[src/rtl/picw_pkg.sv]
package picw_pkg;
  localparam int BYTE_W = 8;

  typedef enum logic [1:0] {
    RT_OP2  = 2'd0,
    RT_OP3  = 2'd1,
    RT_INIT = 2'd2
  } route_t;

  typedef enum logic {
    SRC_REQ = 1'b0,
    SRC_SVC = 1'b1
  } rsrc_t;

  // Bits [4:3] pick the command word; bit 4 alone means word 1.
  function automatic route_t route_of(input logic [BYTE_W-1:0] b);
    if (b[4])      return RT_INIT;
    else if (b[3]) return RT_OP3;
    else           return RT_OP2;
  endfunction

  function automatic logic [BYTE_W-1:0] poll_word(input logic any, input logic [2:0] lvl);
    return {any, 4'b0000, lvl};
  endfunction
endpackage

[src/rtl/picw_addr_match.sv]
module picw_addr_match #(
  parameter int ADDR_W   = 16,
  parameter bit IS_SLAVE = 1'b0
) (
  input  logic [ADDR_W-1:0] addr,
  output logic              hit
);
  localparam logic [ADDR_W-1:0] SHORT_A = IS_SLAVE ? ADDR_W'(16'h00A0) : ADDR_W'(16'h0020);
  localparam logic [ADDR_W-1:0] LONG_A  = SHORT_A | ADDR_W'(16'hF000);

  assign hit = (addr == SHORT_A) || (addr == LONG_A);
endmodule

[src/rtl/picw_op3_state.sv]
module picw_op3_state
  import picw_pkg::*;
(
  input  logic              clk,
  input  logic              rst_n,
  input  logic              op3_wr,
  input  logic [BYTE_W-1:0] wbyte,
  input  logic              rd_take,
  output logic              smm,
  output rsrc_t             rsel,
  output logic              poll
);
  logic op3_ok, smm_upd, rsel_upd, poll_set;

  assign op3_ok   = op3_wr && !wbyte[7];
  assign smm_upd  = op3_ok && wbyte[6];
  assign rsel_upd = op3_ok && wbyte[1];
  assign poll_set = op3_ok && wbyte[2];

  always_ff @(posedge clk) begin
    if (!rst_n) begin
      smm  <= 1'b0;
      rsel <= SRC_REQ;
      poll <= 1'b0;
    end else begin
      if (smm_upd)  smm  <= wbyte[5];
      if (rsel_upd) rsel <= rsrc_t'(wbyte[0]);
      if (poll_set)     poll <= 1'b1;
      else if (rd_take) poll <= 1'b0;
    end
  end

  // mask flag holds unless an enabled update arrives
  p_smm_hold_r3: assert property (@(posedge clk) disable iff (!rst_n)
    !(op3_wr && !wbyte[7] && wbyte[6]) |=> $stable(smm));
  // read source holds without its enable bit
  p_rsel_hold_r4: assert property (@(posedge clk) disable iff (!rst_n)
    !(op3_wr && !wbyte[7] && wbyte[1]) |=> $stable(rsel));
  // rejected word leaves every piece of state alone
  p_err_frozen_r7: assert property (@(posedge clk) disable iff (!rst_n)
    (op3_wr && wbyte[7] && !rd_take) |=> ($stable(smm) && $stable(rsel) && $stable(poll)));
  // a consuming read without a fresh arm disarms the poll
  p_poll_clear_r6: assert property (@(posedge clk) disable iff (!rst_n)
    (rd_take && !poll_set) |=> !poll);
  // a same-cycle arm wins over the consuming read
  p_poll_wins_r9: assert property (@(posedge clk) disable iff (!rst_n)
    (rd_take && poll_set) |=> poll);
endmodule

[src/rtl/picw_read_mux.sv]
module picw_read_mux
  import picw_pkg::*;
#(
  parameter int LVL_W = 3
) (
  input  logic              clk,
  input  logic              rst_n,
  input  logic              rd_take,
  input  logic              poll,
  input  rsrc_t             rsel,
  input  logic [BYTE_W-1:0] req_vec,
  input  logic [BYTE_W-1:0] svc_vec,
  input  logic              irq_any,
  input  logic [LVL_W-1:0]  irq_level,
  output logic [BYTE_W-1:0] rd_data,
  output logic              rd_valid
);
  logic [BYTE_W-1:0] sel_vec, next_word;

  assign sel_vec   = (rsel == SRC_SVC) ? svc_vec : req_vec;
  assign next_word = poll ? poll_word(irq_any, 3'(irq_level)) : sel_vec;

  always_ff @(posedge clk) begin
    if (!rst_n) begin
      rd_data  <= '0;
      rd_valid <= 1'b0;
    end else begin
      rd_valid <= rd_take;
      if (rd_take) rd_data <= next_word;
    end
  end

  // each accepted read yields exactly one valid cycle
  p_rd_valid_r5: assert property (@(posedge clk) disable iff (!rst_n)
    rd_take |=> rd_valid);
  p_rd_pulse_r5: assert property (@(posedge clk) disable iff (!rst_n)
    !rd_take |=> !rd_valid);
  // poll word keeps its middle bits clear
  p_poll_fmt_r6: assert property (@(posedge clk) disable iff (!rst_n)
    (rd_take && poll) |=> (rd_data[6:3] == 4'b0000));
endmodule

[src/rtl/picw_cmd_front.sv]
module picw_cmd_front
  import picw_pkg::*;
#(
  parameter int ADDR_W   = 16,
  parameter int LVL_W    = 3,
  parameter bit IS_SLAVE = 1'b0
) (
  input  logic              clk,
  input  logic              rst_n,
  input  logic [ADDR_W-1:0] bus_addr,
  input  logic              bus_wr,
  input  logic              bus_rd,
  input  logic [7:0]        bus_wdata,
  input  logic [7:0]        req_vec,
  input  logic [7:0]        svc_vec,
  input  logic              irq_any,
  input  logic [LVL_W-1:0]  irq_level,
  output logic [7:0]        rd_data,
  output logic              rd_valid,
  output logic              init_stb,
  output logic              op2_stb,
  output logic              err_stb,
  output logic [7:0]        cmd_byte,
  output logic              special_mask
);
  logic   hit, wr_hit, rd_hit, op3_wr, poll;
  route_t rt;
  rsrc_t  rsel;

  picw_addr_match #(.ADDR_W(ADDR_W), .IS_SLAVE(IS_SLAVE)) u_match (
    .addr(bus_addr), .hit(hit)
  );

  assign wr_hit = bus_wr && hit;
  assign rd_hit = bus_rd && hit;
  assign rt     = route_of(bus_wdata);
  assign op3_wr = wr_hit && (rt == RT_OP3);

  always_ff @(posedge clk) begin
    if (!rst_n) begin
      init_stb <= 1'b0;
      op2_stb  <= 1'b0;
      err_stb  <= 1'b0;
      cmd_byte <= '0;
    end else begin
      init_stb <= wr_hit && (rt == RT_INIT);
      op2_stb  <= wr_hit && (rt == RT_OP2);
      err_stb  <= op3_wr && bus_wdata[7];
      if (wr_hit && (rt != RT_OP3)) cmd_byte <= bus_wdata;
    end
  end

  picw_op3_state u_state (
    .clk(clk), .rst_n(rst_n), .op3_wr(op3_wr), .wbyte(bus_wdata),
    .rd_take(rd_hit), .smm(special_mask), .rsel(rsel), .poll(poll)
  );

  picw_read_mux #(.LVL_W(LVL_W)) u_rd (
    .clk(clk), .rst_n(rst_n), .rd_take(rd_hit), .poll(poll), .rsel(rsel),
    .req_vec(req_vec), .svc_vec(svc_vec), .irq_any(irq_any),
    .irq_level(irq_level), .rd_data(rd_data), .rd_valid(rd_valid)
  );

  // foreign addresses never produce a strobe
  p_miss_quiet_r1: assert property (@(posedge clk) disable iff (!rst_n)
    (!hit) |=> !(init_stb || op2_stb || err_stb || rd_valid));
  // word-1 strobe follows a hit write with bit 4 set, byte carried
  p_init_src_r2: assert property (@(posedge clk) disable iff (!rst_n)
    (bus_wr && hit && bus_wdata[4]) |=> (init_stb && cmd_byte == $past(bus_wdata)));
  p_op2_src_r2: assert property (@(posedge clk) disable iff (!rst_n)
    (bus_wr && hit && bus_wdata[4:3] == 2'b00) |=> (op2_stb && !init_stb));
  // rejected word raises only the error strobe
  p_err_only_r7: assert property (@(posedge clk) disable iff (!rst_n)
    (bus_wr && hit && bus_wdata[4:3] == 2'b01 && bus_wdata[7]) |=> (err_stb && !init_stb && !op2_stb));
endmodule

[config.mk]
export PLATFORM = sky130hd
export DESIGN_NAME = picw_cmd_front
export DESIGN_NICKNAME = d
export VERILOG_FILES = /design/src/rtl/picw_pkg.sv /design/src/rtl/picw_addr_match.sv /design/src/rtl/picw_op3_state.sv /design/src/rtl/picw_read_mux.sv /design/src/rtl/picw_cmd_front.sv
export SDC_FILE = /design/constraint.sdc
export NUM_CORES = 1
export LEC_CHECK = 0
export CAP_MARGIN = 40
export CORE_MARGIN = 2
export CORE_UTILIZATION = 40
export DETAILED_ROUTE_END_ITERATION = 8
export DONT_BUFFER_PORTS = 1
export PLACE_DENSITY = 0.61
export REMOVE_ABC_BUFFERS = 1
export SLEW_MARGIN = 20
export SYNTH_ARGS = -nofsm -noshare
export SYNTH_HDL_FRONTEND = slang
export SYNTH_SLANG_ARGS = --single-unit
[constraint.sdc]
create_clock -name clk -period 3.9 [get_ports clk]
set_clock_uncertainty 0.15 [all_clocks]
set_input_delay 0.39 -clock clk [delete_from_list [all_inputs] [get_ports clk]]
set_output_delay 0.39 -clock clk [all_outputs]
set_load 0.1 [all_outputs]
==> results.md, run 1 <==
* Critical path's largest stage delay at ~560 ps
* Final core occ at 54.66%
* Worst path cell trace: nor4b_4, nand4_4, or4_1, a21boi_1
* Initial DRC Count at 46
* Slowest-stage cell, CP: or4_1
* First-pass GRT wire length at roughly 4700 microns
* Clock Latency Late Sink at ~310 ps
* Post-route setup slack at ~2300 ps
* # IOs at between 60 and 70
* Worst Hold Path EP: cmd_byte[7]
* Setup Crit Path Kind: in2reg
* Commonest non-fill, non-tap cell in the layout: dfxtp_1
* Largest net degree at the start of global routing at 30
* Die width at ~58 microns
* Initial Util at between 40% and 50%
* Drt via density at 5.879
* GRT Total Usage at between 10% and 20%
* Fmax at around 0.63 GHz
* Antenna cells at 0
* Crit. End Element: flop
* Multi-input logic area at between 600 and 700 sq um
* Crit share post-route at 40.92%
* Vias at between 1000 and 1500
* CTS tree: built
* DRT met1 WL at 1023 microns
* Power share of the combinational group at under 10%
* Core Area at 2781 sq um
* Clock power frac at just under 30%
* CTS Hold Bufs at 0
* Hold violation count in the final report at 0
* CTS max path bufs at 2
* Register clock-pin slew on the reported worst setup and hold paths at 120 ps
* Max Slew Vio Count at 0
* Final wirelength at around 2800 microns
* Switching Share at a little over a fifth
* CP required at 4000 ps
* Die area at around 3400 sq um
* FF-to-FF setup slack at roughly 2300 ps
* CTS H-tree depth at 1
* Fraction of layout cells with a size suffix above 1 at a little over a fifth
* Post-DP HPWL at between 2000 and 2500 microns
* P_int at between 0.2 and 0.3 mW
* Pwr dens at around 240 nW/um^2
* RePlAce Congestion at a little over 0.7
* Pre-CTS WS at ~2000 ps
* HP Start: bus_wdata[7]
* Avg Cell Area, Syn at roughly 9.4 sq um
* Total CTS buffers at 3
* R2r startpoint: u_state.rsel
* Post-synthesis instance total at 125
* Post-synthesis register bit count at 23
* P_leak at around 0.53 nW
* Fin nets at between 150 and 200
* Met3 Wirelength at 210 microns
* Residual DRC at 0
* Grt total ovfl at 0
* Unique masters post-synth at 27
* Drt first pass iters at 4
* Antenna Violating Nets Remaining at 0
* Most frequent cells in the layout: dfxtp_1 (23), buf_8 (21), nand2_1 (20), mux2i_1 (16), o21ai_0 (14)
* Area Overhead vs Synth at 29.53%
* Startpoint types: input port
* Ys Warns at 0
* Worst rel slew slack at about two thirds
* Hold Path Class: in2reg
* FP Rows at 19
* Max FO, Critical Path at 16
* Reg2Reg Depth at 3
* Met2 WL at 1484 microns
* Clk sinks at 23
* Final setup fails at 0
* Top Metal Used: met4
* Crit path from: bus_addr[1]
* Initial antenna violation count at 0
* Hold path depth at 2
* IR drop worst, VDD at 269.3 uV
* Fill count at between 200 and 300
* Total area of sequential cells at between 400 and 500 sq um
* Worst reg2reg path endpoint: u_rd.rd_data[5]
* Arr. time, crit path at ~1700 ps
* Port Buffers at 0
* DR WL/cell at 15.98 microns
* Die height at 58.17 microns
* Number of global-route vias before repair at between 1000 and 1500
* Max-Cap Viols at 0
* Setup bufs post-CTS at 0
* Cell area after synthesis at 1174 sq um
* Flop pwr share at 64.9%
* NetSw at a little under 0.08 mW
* CTS resizes at 0
* Period minus WS final at 1596 ps
* Unrepaired setup endpoints after global routing: no
* Post-synthesis sequential area ratio at between 30% and 40%
* Setup TNS at 0 ps
* Root buffer cell: clkbuf_4
* Measured slew at the worst slew-check pin at approximately 500 ps
* Status: complete, no violations
## worst max-delay path, delay by kind of cell
family             cells  cell delay, ps
and+or+nand+nor        3            1140
AOI/OAI and AO/OA      1             150
## metrics by stage
stage                     hold WS, ps  std cells  total power, mW  instance area (sq um)
after floorplan                 361.7        117           0.2568                   1140
after global placement          388.0        148           0.2593                   1179
after detailed placement        321.4        169           0.2604                   1494
after CTS                       49.17        173           0.3685                   1520
after global routing            42.37        173           0.3795                   1520
final                           61.46        173           0.3621                   1520
## routing by layer
layer  track usage [%]  vias to the layer above
met1             17.96                      475
met2             33.60                       42
met5                 0                        -
li1                  -                      493
met3             6.920                        7
met4             7.641                        0
## state kept, by name (all words and copies together), names as in the netlist
register and count:
cmd_byte 8, err_stb 1, init_stb 1, op2_stb 1, u_rd.rd_data 8, u_rd.rd_valid 1, u_state.poll 1, u_state.rsel 1
u_state.smm 1
## cell families after synthesis
kind of cell / share of synthesized area [%]
compound gates: 15.99
simple gates: 27.61
mux: 13.65
flops: 39.23
buf+inv: 3.518
## power by group through the flow
stage / Clock [mW] / Combinational (mW) / Sequential, mW
final: 0.107 / 0.0199 / 0.235
after global routing: 0.122 / 0.0225 / 0.235
after CTS: 0.113 / 0.0201 / 0.235
after detailed placement: 0 / 0.0202 / 0.240
after global placement: 0 / 0.0191 / 0.240
after floorplan: 0 / 0.0167 / 0.240
## layout make-up
cell class,instances,share of cell area [%]
sequential,23,30.29
timing repair buffer,21,20.74
multi-input combinational,92,44.20
tap,31,2.551
inverter,2,0.4938
clock buffer,4,1.728
## how the worst max path moves through the flow
stage                            endpoint  cells after the start
final                     u_rd.rd_data[5]                      4
after global placement    u_rd.rd_data[6]                      4
after floorplan           u_rd.rd_data[3]                      4
after detailed placement  u_rd.rd_data[3]                      4
after CTS                 u_rd.rd_data[6]                      3
after global routing      u_rd.rd_data[2]                      4
## cells in the mapped netlist, drive strengths merged
cell     count  area share [%]
o2bb2ai      3             3.8
or4          4             2.6
nand3        1            0.43
mux2i       16              14
nand2b       1            0.53
and2         1            0.53
nor3         1            0.43
o21ai       14             6.0
and4         2             1.5
nand4        8             5.5
nand2       20             6.4
nor4b        1             2.0
dfxtp       23              39
nor3b        1            0.64
and3         3             1.6
a21oi        1            0.43
a21boi       9             5.8
clkbuf       5             1.6
nand3b       1            0.64
nor4         2             3.6
inv          2            0.64
buf          3             1.3
nor2         3             1.2
No activity file was read; power rests on OpenSTA's default activity.
==> run 2, diff against run 1 <==
--- a/config.mk
+++ b/config.mk
@@ -5,6 +5,7 @@
 export SDC_FILE = /design/constraint.sdc
 export NUM_CORES = 1
 export LEC_CHECK = 0
+export ABC_AREA = 1
 export CAP_MARGIN = 40
 export CORE_MARGIN = 2
 export CORE_UTILIZATION = 40
==> constraint.sdc (replaced) <==
create_clock -name clk -period 1.56 [get_ports clk]
set_clock_uncertainty 0.15 [all_clocks]
set_input_delay 0.156 -clock clk [delete_from_list [all_inputs] [get_ports clk]]
set_output_delay 0.156 -clock clk [all_outputs]
set_load 0.1 [all_outputs]
==> run 2 against run 1 <==
Net effect:
- combinational power increased to 5.5 times the previous value
- sequential power increased by 150%
- synthesized cell count increased by 26%
- non-clock buffer count increased by 36
- via count increased by 28%
- worst setup slack got worse by 2200 ps
- hold slack got worse by 53 ps
- sequential share of layout area decreased by 3.5 points
- critical path depth increased by 2
- wire length increased by 20%
- power increased to 2.7 times the previous value
- utilization increased by 8.8 points
- critical path type unchanged
- critical endpoint is now u_state.poll
==> results.md, run 2 <==
* Status: complete, no violations
* Main flop type after synthesis: dfxtp_1
* FP Rows at 19
* Port Buffers at 0
* CP delay by family, top: buffers and inverters
* Residual DRC at 0
* Hold WS at just under 9 ps
* CP most frequent cell: nor2_1
* Design Area, Final at roughly 1700 sq um
* Drt first pass iters at 4
* # IOs at between 60 and 70
* Final non-filler cell total at roughly 250
* Fmax at between 0.6 and 0.7 GHz
* Total power draw at just under 1 mW
* Fraction of layout cells with a size suffix above 1 at about a fifth
* Fill count at ~240
* Core Area at 2710 sq um
* Max FO, Critical Path at 10
* Die area at 3252 sq um
* Largest regs: cmd_byte: 8 flops, u_rd.rd_data: 8 flops
* Drt via density at approximately 5.3
* GRT Total Usage at roughly a fifth
* Die height at between 50 and 60 microns
* CP required at 1670 ps
* CTS H-tree depth at 1
* Slowest-stage cell, CP: dlygate4sd3_1
* DP Cell Count at roughly 210
* Post-synthesis instance total at 157
* Vias at 1298
* Area after detailed placement at approximately 1300 sq um
* Largest area contributor in the synthesized netlist: dfxtp_1
* Unique masters post-synth at 26
* Post-synthesis register bit count at 23
* Post-DP HPWL at 2150 microns
* Arr. time, crit path at roughly 1500 ps
* IR drop worst, VDD at between 400 and 500 uV
* Final setup fails at 0
* Worst path cell trace: dlygate4sd3_1, nor2_1, inv_2, nor2_1, nand3_1, a21oi_1
* FFs w/ async S/R, synth at 0%
* Hold Path Class: in2reg
* DR WL/cell at between 10 and 15 microns
* Commonest non-fill, non-tap cell in the layout: nor2_1
* Area Overhead vs Synth at 52.95%
* Crit. End Element: flop
* CTS max path bufs at 2
* Setup bufs post-CTS at 0
* Area fraction of the dominant cell type after synthesis at between 40% and 50%
* Die width at around 57 microns
* Most frequent cells in the layout: nor2_1 (38), dlygate4sd3_1 (32), dfxtp_1 (23), buf_4 (20), nand2_1 (18)
* Pwr dens at about 570 nW/um^2
* Crit share post-route at 91.70%
* Max-Cap Viols at 0
* Initial Util at ~42%
* Measured slew at the worst slew-check pin at between 400 and 500 ps
* Post-synth top cells: nor2_1 (38), dfxtp_1 (23), nand2_1 (20)
* Period minus WS final at 1431 ps
* Initial DRC Count at slightly below 50
* Unrepaired setup endpoints after global routing: no
* Worst Path Buf+Inv at 2
* Ys Warns at 0
* Grt total ovfl at 0
* Total CTS buffers at 3
* Antenna Violating Nets Remaining at 0
* Hold violation count in the final report at 0
* Root buffer cell: clkbuf_4
* Initial antenna violation count at 0
* Critical path's largest stage delay at around 580 ps
* Antenna cells at 0
* Max Slew Vio Count at 0
* Post-synth EDFFs at 0
* Setup Crit Path Kind: in2reg
* Number of global-route vias before repair at between 1000 and 1500
* Synth area leaders: dfxtp_1 (41%), nor2_1 (13%), nand2_1 (6.7%), a21oi_1 (5.8%), o21ai_1 (4.4%)
* Avg Cell Area, Syn at between 7 and 8 sq um
* P_leak at around 0.76 nW
* Clk sinks at 23
* Setup TNS at 0 ps
* Largest net degree at the start of global routing at 14
* CTS tree: built
* RePlAce Congestion at between 0.7 and 0.8
* Post-synthesis sequential area ratio at about two fifths
* Most common cell in the netlist: nor2_1
* Final wirelength at 3311 microns
* Clock Latency Late Sink at between 300 and 400 ps
* Register clock-pin slew on the reported worst setup and hold paths at 120 ps
* Startpoint types: input port
* First-pass GRT wire length at 5257 microns
* Fin nets at 263
* Cell area after synthesis at 1125 sq um
* Worst rel slew slack at 69.18%
## run 2: path summary, 6_finish.rpt
path	endpoint	depth (start not counted)	slack (ps)	from
setup reg to reg	u_rd.rd_data[1]	3	210	u_rd.rd_data[1]
hold / removal	u_rd.rd_data[2]	4	9	svc_vec[2]
hold reg to reg	cmd_byte[5]	2	350	cmd_byte[5]
setup / recovery	u_state.poll	6	130	bus_wdata[4]
## run 2: cell families (layout without fill, tap and decap cells)
group	after synthesis	after routing	synth area share (%)
simple gates	75	75	29.70
compound gates	39	39	20.69
flops	23	23	40.93
buf+inv	20	77	8.676
## run 2: timing repair
item	in CTS	in global routing
setup endpoints to repair	0	9
hold buffers	34	1
endpoints found under the hold margin	23	1
gates resized for setup	0	8
## run 2: layout make-up
type                       instances  area, sq um  area share [%]
sequential                        23        460.4           26.76
multi-input combinational        114        581.8           33.82
clock buffer                       4        26.28           1.527
inverter                          16        65.06           3.782
timing repair buffer              57        548.0           31.85
tap                               31        38.79           2.255
## run 2: tightest hold or removal path: stages
cell and delay, ps:
nand2_1 30, a21oi_1 130, a211oi_1 50, nor2_1 70
## run 2: power breakdown
group	internal [mW]	leakage (nW)	switching, mW
Combinational	0.0584	0.561	0.0518
Sequential	0.587	0.185	0.0000112
Clock	0.100	0.0150	0.179
## run 2: layer usage
metal  routed length, microns  vias up  GRT usage, %  part of all wire [%]
li1                         -      636             -                     -
met1                     1299      589         23.62                    39
met2                     1692       62         34.81                    51
met3                      217       11         4.308                   6.6
met4                      102        0         10.96                   3.1
met5                        0        -             0                     0
## run 2: metrics by stage
stage          util [%]  worst slack (ps)
6_report          63.48             129.4
5_1_grt           63.48             7.617
4_1_cts           62.28             15.23
3_5_place_dp      48.75             235.5
3_3_place_gp      48.75             263.7
2_1_floorplan         -             94.42
==> run 3, diff against run 2 <==
--- a/config.mk
+++ b/config.mk
@@ -11,7 +11,8 @@
 export CORE_UTILIZATION = 40
 export DETAILED_ROUTE_END_ITERATION = 8
 export DONT_BUFFER_PORTS = 1
-export PLACE_DENSITY = 0.61
+export MAX_ROUTING_LAYER = met4
+export PLACE_DENSITY = 0.63
 export REMOVE_ABC_BUFFERS = 1
 export SLEW_MARGIN = 20
 export SYNTH_ARGS = -nofsm -noshare
==> constraint.sdc (replaced) <==
create_clock -name clk -period 1.3 [get_ports clk]
set_clock_uncertainty 0.15 [all_clocks]
set_input_delay 0.13 -clock clk [delete_from_list [all_inputs] [get_ports clk]]
set_output_delay 0.13 -clock clk [all_outputs]
set_load 0.1 [all_outputs]
==> run 3 against run 2 <==
Net effect:
- the flow now finishes with violations (negative hold slack)
- cell area fell by 8.8%
- combinational power fell by 13%
- sequential power is 20% higher
- power is 14% higher
- die area is the same
- first-iteration DRC count fell by 37%
- global-route usage fell by 2.9 points
- sequential cell count unchanged
- critical endpoint is now u_state.rsel
==> results.md, run 3 (same netlist as run 2, synthesis figures left out) <==
* Hold path depth at 2
* Final non-filler cell total at about 220
* Port Buffers at 0
* Worst Hold Path EP: u_state.rsel
* Most frequent cells in the layout: nor2_1 (37), dfxtp_1 (21), nand2_1 (20), buf_4 (17), a21oi_1 (12)
* Measured slew at the worst slew-check pin at about 300 ps
* Worst reg2reg path endpoint: u_rd.rd_data[7]
* Status: complete, but fails checks
* Setup TNS at 0 ps
* Total area of sequential cells at 462.9 sq um
* Root buffer cell: clkbuf_4
* Final core occ at 57.89%
* Residual DRC at 0
* Initial antenna violation count at 0
* Unrepaired setup endpoints after global routing: yes
* Fmax at about 0.8 GHz
* Antenna cells at 0
* Vias at ~1200
* Initial Util at about two fifths
* Hold Path Class: in2reg
* CTS tree: built
* Post-route setup slack at a little over 50 ps
* CTS Hold Bufs at 11
* Clk sinks at 23
* Reg2Reg Depth at 5
* Crit share post-route at slightly below 100%
* Max FO, Critical Path at 3
* DP Cell Count at 209
* Total CTS buffers at 3
* Post-DP HPWL at 2162 microns
* Area Overhead vs Synth at 39.49%
* Grt total ovfl at 0
* Drt first pass iters at 6
* Setup bufs post-CTS at 0
* Max-Cap Viols at 0
* Worst rel slew slack at 79.87%
* Largest regs: cmd_byte: 8 flops, u_rd.rd_data: 8 flops
* Critical path's largest stage delay at between 500 and 600 ps
* Worst path cell trace: dlygate4sd3_1, inv_1, nor2_2, inv_2, nor2_1, nand4_1, nand2_1, nor2_1
* Die width at 57.03 microns
* Drt via density at a little over 5
* CP most frequent cell: nor2_1
* Worst Path Buf+Inv at 3
* Number of global-route vias before repair at around 1100
* Die area at ~3300 sq um
* Final wirelength at between 2000 and 3000 microns
* Die height at between 50 and 60 microns
* IR drop worst, VDD at around 450 uV
* CP required at roughly 1400 ps
* R2r startpoint: u_state.rsel
* Multi-input logic area at just under 600 sq um
* CTS H-tree depth at 1
* P_leak at roughly 0.68 nW
* First-pass GRT wire length at roughly 4400 microns
* Pwr dens at between 700 and 800 nW/um^2
* Fin nets at about 240
* Startpoint types: input port
* Pre-CTS WS at 24.44 ps
* Design Area, Final at 1569 sq um
* Violated checks: negative hold slack
* FF-to-FF setup slack at about 150 ps
* Area after detailed placement at approximately 1400 sq um
* HP Start: rst_n
* DRT met1 WL at 1170 microns
* RePlAce Congestion at 0.7733
* Fraction of layout cells with a size suffix above 1 at about a quarter
* Core Area at 2710 sq um
* CP delay by family, top: buffers and inverters
* Clock Latency Late Sink at around 290 ps
* FP Rows at 19
* Final setup fails at 0
* Slowest-stage cell, CP: dlygate4sd3_1
* Top Metal Used: met4
* Register clock-pin slew on the reported worst setup and hold paths at 120 ps
* Arr. time, crit path at 1300 ps
* CTS max path bufs at 2
* Fill count at around 250
* Commonest non-fill, non-tap cell in the layout: nor2_1
* Initial DRC Count at 31
* Antenna Violating Nets Remaining at 0
* DR WL/cell at about 12 microns
* GRT Total Usage at approximately 17%
* Period minus WS final at about 1200 ps
* Hold violation count in the final report at 16
* Total power draw at ~1.1 mW
* Crit. End Element: flop
* Met2 WL at 1345 microns
* Max Slew Vio Count at 0
* Largest net degree at the start of global routing at 18
* Met3 Wirelength at around 190 microns
* Setup Crit Path Kind: in2reg
* Hold WS at -208.7 ps
* # IOs at 69
[run 3: repair_timing]
| action | 4_1_cts | 5_1_grt |
|---|---|---|
| gates resized for setup | 0 | 7 |
| endpoints found under the hold margin | 23 | 16 |
| setup endpoints to repair | 0 | 17 |
[run 3: worst register-to-register path: stages (launching register included)]
cell and delay [ps]:
dfxtp_2 360, buf_4 150, nand2_1 50, a21oi_1 60
a211oi_1 230, nor2_1 60
[run 3: cell type report]
cell class,count,area share (%)
timing repair buffer,36,25.36
clock buffer,4,1.675
tap,31,2.472
multi-input combinational,114,36.84
sequential,23,29.51
inverter,16,4.147
[run 3: report_power, final]
| group | switching, mW | leakage (nW) | internal (mW) |
|---|---|---|---|
| clock | 0.198 | 0.0150 | 0.119 |
| sequential | 0.0000167 | 0.186 | 0.704 |
| combinational | 0.0474 | 0.484 | 0.0478 |
[run 3: worst max-delay path by stage]
stage                                from               to  slack [ps]  cells past startpoint
final                        bus_wdata[3]     u_state.rsel          50                      8
after global routing         bus_wdata[3]      cmd_byte[0]         -10                      8
after CTS                    bus_wdata[4]      cmd_byte[2]          10                      7
after detailed placement     bus_addr[11]  u_rd.rd_data[4]          20                      9
after global placement       bus_addr[11]  u_rd.rd_data[4]          60                      9
after floorplan           u_rd.rd_data[5]  u_rd.rd_data[5]        -170                      2
[run 3: layer usage]
layer / track usage [%] / vias up
li1: - / 590
met1: 20.74 / 511
met2: 29.06 / 47
met3: 3.401 / 4
met4: 6.312 / 0
met5: - / -
